File: src/rtl/mbs_pkg.sv
package mbs_pkg;

  // Cycle codes double as the status pin encoding.
  typedef enum logic [1:0] {
    K_HALT  = 2'b00,
    K_WRITE = 2'b01,
    K_READ  = 2'b10,
    K_FETCH = 2'b11
  } bus_kind_e;

  typedef enum logic [2:0] {
    PH_IDLE,
    PH_T1,
    PH_T2,
    PH_TW,
    PH_T3,
    PH_HOLD,
    PH_HALT
  } phase_e;

endpackage

File: src/rtl/mbs_phase_fsm.sv
module mbs_phase_fsm
  import mbs_pkg::*;
(
  input  logic      clk,
  input  logic      rst_n,
  input  logic      req_valid,
  input  logic [1:0] req_kind,
  input  logic      ready,
  input  logic      hold,
  output phase_e    phase,
  output logic      take
);

  phase_e ph_q, ph_nxt;
  logic   ph_en;

  always_comb begin
    ph_nxt = ph_q;
    take   = 1'b0;
    case (ph_q)
      PH_IDLE: begin
        if (hold) begin
          ph_nxt = PH_HOLD;
        end else if (req_valid) begin
          take   = 1'b1;
          ph_nxt = (req_kind == K_HALT) ? PH_HALT : PH_T1;
        end
      end
      PH_T1:        ph_nxt = PH_T2;
      PH_T2, PH_TW: ph_nxt = ready ? PH_T3 : PH_TW;
      PH_T3:        ph_nxt = PH_IDLE;
      PH_HOLD: begin
        if (!hold) ph_nxt = PH_IDLE;
      end
      PH_HALT: begin
        if (hold) begin
          ph_nxt = PH_HOLD;
        end else if (req_valid && (req_kind != K_HALT)) begin
          take   = 1'b1;
          ph_nxt = PH_T1;
        end
      end
      default: ph_nxt = PH_IDLE;
    endcase
  end

  assign ph_en = (ph_nxt != ph_q);

  always_ff @(posedge clk or negedge rst_n) begin
    if (!rst_n) begin
      ph_q <= PH_IDLE;
    end else if (ph_en) begin
      ph_q <= ph_nxt;
    end
  end

  assign phase = ph_q;

endmodule

File: src/rtl/mbs_req_hold.sv
module mbs_req_hold
  import mbs_pkg::*;
#(
  parameter int ADDR_W = 16,
  parameter int DATA_W = 8
) (
  input  logic              clk,
  input  logic              rst_n,
  input  logic              take,
  input  phase_e            phase,
  input  logic [1:0]        req_kind,
  input  logic [ADDR_W-1:0] req_addr,
  input  logic [DATA_W-1:0] req_wdata,
  input  logic              req_io,
  input  logic [DATA_W-1:0] ad_in,
  output bus_kind_e         kind,
  output logic [ADDR_W-1:0] addr,
  output logic [DATA_W-1:0] wdata,
  output logic              io,
  output logic [DATA_W-1:0] rdata,
  output logic              done,
  output logic              wr_tail
);

  logic cap_en;
  logic last_clk;

  assign last_clk = (phase == PH_T3);
  assign cap_en   = last_clk && ((kind == K_READ) || (kind == K_FETCH));

  // request capture
  always_ff @(posedge clk or negedge rst_n) begin
    if (!rst_n) begin
      kind  <= K_HALT;
      addr  <= '0;
      wdata <= '0;
      io    <= 1'b0;
    end else if (take) begin
      kind  <= bus_kind_e'(req_kind);
      addr  <= req_addr;
      wdata <= req_wdata;
      io    <= req_io;
    end
  end

  // read data capture at the end of the last clock
  always_ff @(posedge clk or negedge rst_n) begin
    if (!rst_n) begin
      rdata <= '0;
    end else if (cap_en) begin
      rdata <= ad_in;
    end
  end

  // completion pulse and write-data tail
  always_ff @(posedge clk or negedge rst_n) begin
    if (!rst_n) begin
      done    <= 1'b0;
      wr_tail <= 1'b0;
    end else begin
      done    <= last_clk;
      wr_tail <= last_clk && (kind == K_WRITE);
    end
  end

endmodule

File: src/rtl/mbs_pin_drive.sv
module mbs_pin_drive
  import mbs_pkg::*;
#(
  parameter int ADDR_W = 16,
  parameter int DATA_W = 8,
  localparam int HI_W  = ADDR_W - DATA_W
) (
  input  logic              clk,
  input  logic              rst_n,
  input  phase_e            phase,
  input  bus_kind_e         kind,
  input  logic [ADDR_W-1:0] addr,
  input  logic [DATA_W-1:0] wdata,
  input  logic              io,
  input  logic              wr_tail,
  output logic [HI_W-1:0]   addr_hi,
  output logic              addr_hi_oe,
  output logic [DATA_W-1:0] ad_out,
  output logic              ad_oe,
  output logic              ale,
  output logic [1:0]        st,
  output logic              rd_n,
  output logic              wr_n,
  output logic              io_sel,
  output logic              ctl_oe,
  output logic              wr_oe,
  output logic              hlda
);

  logic in_t1, in_data, is_wr, is_rd, halted;
  logic mid_q;    // set at the falling edge inside the first clock
  logic float_q;  // follows the acknowledge half a clock late

  assign in_t1   = (phase == PH_T1);
  assign in_data = (phase == PH_T2) || (phase == PH_TW) || (phase == PH_T3);
  assign is_wr   = (kind == K_WRITE);
  assign is_rd   = (kind == K_READ) || (kind == K_FETCH);
  assign halted  = (phase == PH_HALT);
  assign hlda    = (phase == PH_HOLD);

  always_ff @(negedge clk or negedge rst_n) begin
    if (!rst_n) begin
      mid_q   <= 1'b0;
      float_q <= 1'b0;
    end else begin
      mid_q   <= in_t1;
      float_q <= hlda;
    end
  end

  assign ale        = in_t1 && !mid_q;
  assign st         = kind;
  assign addr_hi    = addr[ADDR_W-1:DATA_W];
  assign ad_out     = in_t1 ? addr[DATA_W-1:0] : wdata;
  assign rd_n       = !(in_data && is_rd);
  assign wr_n       = !(in_data && is_wr);
  assign io_sel     = io;

  assign addr_hi_oe = !float_q && !halted;
  assign ad_oe      = !float_q && (in_t1 || (is_wr && (in_data || wr_tail)));
  assign ctl_oe     = !float_q;
  assign wr_oe      = !float_q && !halted;

endmodule

File: src/rtl/mux_bus_sequencer.sv
module mux_bus_sequencer
  import mbs_pkg::*;
#(
  parameter int ADDR_W = 16,
  parameter int DATA_W = 8,
  localparam int HI_W  = ADDR_W - DATA_W
) (
  input  logic              clk,
  input  logic              rst_n,
  input  logic              req_valid,
  input  logic [1:0]        req_kind,
  input  logic [ADDR_W-1:0] req_addr,
  input  logic [DATA_W-1:0] req_wdata,
  input  logic              req_io,
  output logic              req_take,
  output logic              done,
  output logic [DATA_W-1:0] rd_data,
  output logic [HI_W-1:0]   addr_hi,
  output logic              addr_hi_oe,
  output logic [DATA_W-1:0] ad_out,
  input  logic [DATA_W-1:0] ad_in,
  output logic              ad_oe,
  output logic              ale,
  output logic [1:0]        st,
  output logic              rd_n,
  output logic              wr_n,
  output logic              io_sel,
  output logic              ctl_oe,
  output logic              wr_oe,
  input  logic              ready,
  input  logic              hold,
  output logic              hlda
);

  logic [1:0]        rst_sync;
  logic              core_rst_n;
  phase_e            phase;
  bus_kind_e         cur_kind;
  logic [ADDR_W-1:0] cur_addr;
  logic [DATA_W-1:0] cur_wdata;
  logic              cur_io;
  logic              wr_tail;

  always_ff @(posedge clk or negedge rst_n) begin
    if (!rst_n) begin
      rst_sync <= 2'b00;
    end else begin
      rst_sync <= {rst_sync[0], 1'b1};
    end
  end
  assign core_rst_n = rst_sync[1];

  mbs_phase_fsm u_fsm (
    .clk      (clk),
    .rst_n    (core_rst_n),
    .req_valid(req_valid),
    .req_kind (req_kind),
    .ready    (ready),
    .hold     (hold),
    .phase    (phase),
    .take     (req_take)
  );

  mbs_req_hold #(.ADDR_W(ADDR_W), .DATA_W(DATA_W)) u_req (
    .clk      (clk),
    .rst_n    (core_rst_n),
    .take     (req_take),
    .phase    (phase),
    .req_kind (req_kind),
    .req_addr (req_addr),
    .req_wdata(req_wdata),
    .req_io   (req_io),
    .ad_in    (ad_in),
    .kind     (cur_kind),
    .addr     (cur_addr),
    .wdata    (cur_wdata),
    .io       (cur_io),
    .rdata    (rd_data),
    .done     (done),
    .wr_tail  (wr_tail)
  );

  mbs_pin_drive #(.ADDR_W(ADDR_W), .DATA_W(DATA_W)) u_pins (
    .clk       (clk),
    .rst_n     (core_rst_n),
    .phase     (phase),
    .kind      (cur_kind),
    .addr      (cur_addr),
    .wdata     (cur_wdata),
    .io        (cur_io),
    .wr_tail   (wr_tail),
    .addr_hi   (addr_hi),
    .addr_hi_oe(addr_hi_oe),
    .ad_out    (ad_out),
    .ad_oe     (ad_oe),
    .ale       (ale),
    .st        (st),
    .rd_n      (rd_n),
    .wr_n      (wr_n),
    .io_sel    (io_sel),
    .ctl_oe    (ctl_oe),
    .wr_oe     (wr_oe),
    .hlda      (hlda)
  );

endmodule

File: config.mk
export PLATFORM = sky130hd
export DESIGN_NAME = mux_bus_sequencer
export DESIGN_NICKNAME = d
export VERILOG_FILES = /design/src/rtl/mbs_pkg.sv /design/src/rtl/mbs_phase_fsm.sv /design/src/rtl/mbs_req_hold.sv /design/src/rtl/mbs_pin_drive.sv /design/src/rtl/mux_bus_sequencer.sv
export SDC_FILE = /design/constraint.sdc
export NUM_CORES = 1
export LEC_CHECK = 0
export BUFFER_PORTS_ARGS = -buffer_cell sky130_fd_sc_hd__buf_2
export CAP_MARGIN = 15
export CORE_MARGIN = 4
export CORE_UTILIZATION = 25
export DETAILED_ROUTE_END_ITERATION = 7
export PLACE_DENSITY_LB_ADDON = 0.1
export SLEW_MARGIN = 20
export SYNTH_ARGS = -nofsm -noshare
export SYNTH_HDL_FRONTEND = slang
export SYNTH_HIERARCHICAL = 1
export SYNTH_SLANG_ARGS = --single-unit
File: constraint.sdc
create_clock -name clk -period 3.8 [get_ports clk]
set_input_delay 0.38 -clock clk [delete_from_list [all_inputs] [get_ports clk]]
set_output_delay 0.38 -clock clk [all_outputs]
set_load 0.02 [all_outputs]
; After elaboration in Yosys (flattened, before gate mapping)
; Cells that the tools add are included.
[word_totals]
reg_bits = 44
output_inout_bits = 37
in_bits = 40
wordCells = 58
[classes]
reduce_logical = 23
eq_ne = 10
mux = 14
[op_table]
columns = operator, count
row1 = $mux 3, 7
row2 = $pmux 3 s5, 1
row3 = $eq 3x3->1 const B, 3
row4 = $logic_and 1x1->1, 9
row5 = $mux 8, 1
row6 = $eq 3x2->1 const B, 2
row7 = $logic_not 1->1, 5
row8 = $logic_or 1x1->1, 5
row9 = $eq 2x2->1 const B, 2
row10 = $mux 1, 4
row11 = $eq 3x1->1 const B, 1
row12 = $logic_not 3->1, 1
row13 = $ne 3x3->1, 1
row14 = $eq 2x1->1 const B, 1
row15 = $logic_not 2->1, 1
row16 = $pmux 1 s2, 1
row17 = $reduce_bool 2->1, 1
row18 = $reduce_or 2->1, 1

; Longest topological paths before layout
[depth]
depth_word = 7
mapped_depth = 6

; By module
; The synthesis kept the hierarchy.
[by_module_without_submodules]
columns = module, cells_each, area_per_inst_um2, n_inst
row1 = mbs_req_hold, 79, 1412.6, 1
row2 = mbs_pin_drive, 38, 334.1, 1
row3 = mbs_phase_fsm, 25, 236.5, 1
row4 = mux_bus_sequencer, 3, 53.8, 1

==> results.yml <==
global_routing:
  grt_use_total: 0.0976
  grt_pass1_wl_mm: 7.58
  antenna_found_initial: 0
  use_met3: 0.0321
  grt.busiest_layer: "met2"
  grtUsageMet1: 0.128
  grt_pass1_vias: 1482
  use_met2: 0.151
  overflow: 0
  grt_max_degree: 41
place:
  gp_congestion: 0.713
  portBuffers: 76
  place_area_um2: 2430
  place_inst: 308
  dpl.hpwl_mm: 3.20
cells_and_area:
  finalNonFillerCells: 317
  multi_input_area_um2: 792
  final_common_cell: "buf_2"
  nets: 254
  syn2layout_area_growth_pct: 24.5
  fin_area_um2: 2540
  regArea_um2: 1100
  mostFrequentLayoutCells: "76 x buf_2, 41 x dfrtp_1, 35 x mux2_2"
  drive_gt1_frac: 0.623
  nFillCells: 799
  n_antenna_cell: 0
min_path:
  hold_end: "u_req/rdata[0]"
  hold_class: "in2reg"
  hold_path.startpoint: "ad_in[0]"
  whs_path_depth: 2
detailed_routing:
  viasPerCell: 4.24
  wl_per_cell_um: 14.3
  ant_nets: 0
  num_vias: 1345
  drt_iter0_drc: 20
  first_pass_iters: 4
  drt-total-wl_mm: 4.52
  drc_errors: 0
sta:
  whs_ps: 311
  setup_viol: 0
  maxSlewViolCount: 0
  hold_viol_final: 0
  rsz0062_at_grt: "false"
  finalSetupTns_ps: 0
  worstMarginPinSlew_ps: 779
  skew_ps: 13.5
  relSlewSlack: 0.481
setup_path:
  worstPathArrival_ps: 3010
  r2r_cells: 2
  cp.required_ps: 3420
  reg2reg_slack_ps: 820
  worstSetupPathType: "reg2out"
  cp_max_fo: 3
  endpoint_kind: "output port"
  startpoint_type: "register"
  timing.rr.start: "u_fsm/phase[2]"
  r2r-end: "u_pins/mid_q"
power:
  p_leak_nw: 1.19
  power_density_nw_per_um2: 876
  ir_drop_uv: 307
synth:
  synth-edff-count: 0
  async_flop_share: 1.00
  synth-main-ff-cell: "dfrtp_1"
  synthesis.area_um2: 2040
  synth_nets: 185
  syn_area_per_cell_um2: 14.0
  ys_warn_count: 6
  synth_cell_types: 31
  synth-seq-area-share: 0.541
  synthCells: 145
  synth_seq_cells: 44
floorplan:
  die_area_um2: 9660
  coreArea_um2: 7810
  rows: 32
  initial_core_util: 0.261
  ios: 77
  die_y_um: 98.3
  die-width_um: 98.3
clock_tree:
  clk_latency_ps: 290
  clk_pin_slew_ps: 90
  cts_buffers: 5
  clockRootBuffer: "clkbuf_8"
  ctsHoldBuffers: 1
  clock_path_buffers: 2
  cts_max_level: 2
  post-cts-setup-buffers: 0
  cts_sinks: 44
  cts_resized: 0
  cts_tree: "built"
flow_run:
  max-cap-violations: 0
run_status:
  status: "complete, no violations"
## where the power goes
| part | internal, mW | switching, mW |
|---|---|---|
| Clock | 0.148 | 0.158 |
| Sequential | 0.688 | 0.165 |
| Combinational | 0.502 | 0.561 |
| Total | 1.34 | 0.885 |
## registers in the layout, indices dropped and copies added, names as in the netlist
name and cells:
rst_sync 2, u_fsm/phase 3, u_pins/float_q 1, u_pins/mid_q 1, u_req/addr 16, u_req/done 1
u_req/io 1, u_req/kind 2, u_req/rdata 8, u_req/wdata 8, u_req/wr_tail 1
## metrics by stage
step,utilization,total power [mW],worst slack (ps)
floorplan,-,1.70,500
global placement,0.312,1.95,728
detailed placement,0.312,1.94,708
CTS,0.325,2.27,389
global route,0.325,2.39,302
finish,0.325,2.22,407
## cell families after synthesis
kind of cell,Yosys count,share of synthesized area
and+or+nand+nor,16,0.0602
AOI/OAI and AO/OA,19,0.0694
other,1,0.00184
muxes,44,0.257
buffers and inverters,21,0.0706
DFF,44,0.541
## cells in the mapped netlist (2+ instances only)
| master | count | share of area |
|---|---|---|
| inv_1 | 2 | 0.0037 |
| o21a_1 | 4 | 0.015 |
| dfrtn_1 | 2 | 0.025 |
| nor3b_1 | 3 | 0.011 |
| a22oi_1 | 2 | 0.0074 |
| dfrtp_1 | 42 | 0.52 |
| mux2_2 | 35 | 0.19 |
| nand2_1 | 2 | 0.0037 |
| nor2b_1 | 3 | 0.0092 |
| mux2_4 | 8 | 0.059 |
| buf_4 | 15 | 0.055 |
| a31oi_1 | 2 | 0.0061 |
| o31ai_1 | 3 | 0.011 |
| o21ai_0 | 3 | 0.0074 |
| inv_2 | 2 | 0.0037 |
| o211ai_1 | 2 | 0.0074 |
## cell type report
class,instances,area share
sequential,44,0.435
multi-input combinational,80,0.312
timing repair buffer,79,0.160
tap,102,0.0503
clock buffer,7,0.0340
inverter,4,0.00592
clock inverter,1,0.00296
## worst max-delay path: stages (launching register included)
cell	delay [ps]
dfrtn_1	420
inv_1	60
o211ai_1	80
o31ai_1	90
buf_2	180
## worst max-delay path by stage
stage,from,to,slack (ps),depth (start not counted)
6_report,u_pins/float_q,ad_oe,410,4
5_1_grt,u_pins/mid_q,ale,300,2
4_1_cts,u_pins/float_q,ad_oe,390,4
3_5_place_dp,u_pins/float_q,ad_oe,710,4
3_3_place_gp,u_pins/mid_q,ale,730,2
2_1_floorplan,u_pins/mid_q,ale,500,1
## per-layer routing
metal,vias up,part of all wire
met5,-,0
met4,0,0.010
met3,5,0.070
met2,52,0.46
met1,640,0.46
li1,648,-
Note: power is estimated with default switching activity, not from simulation.
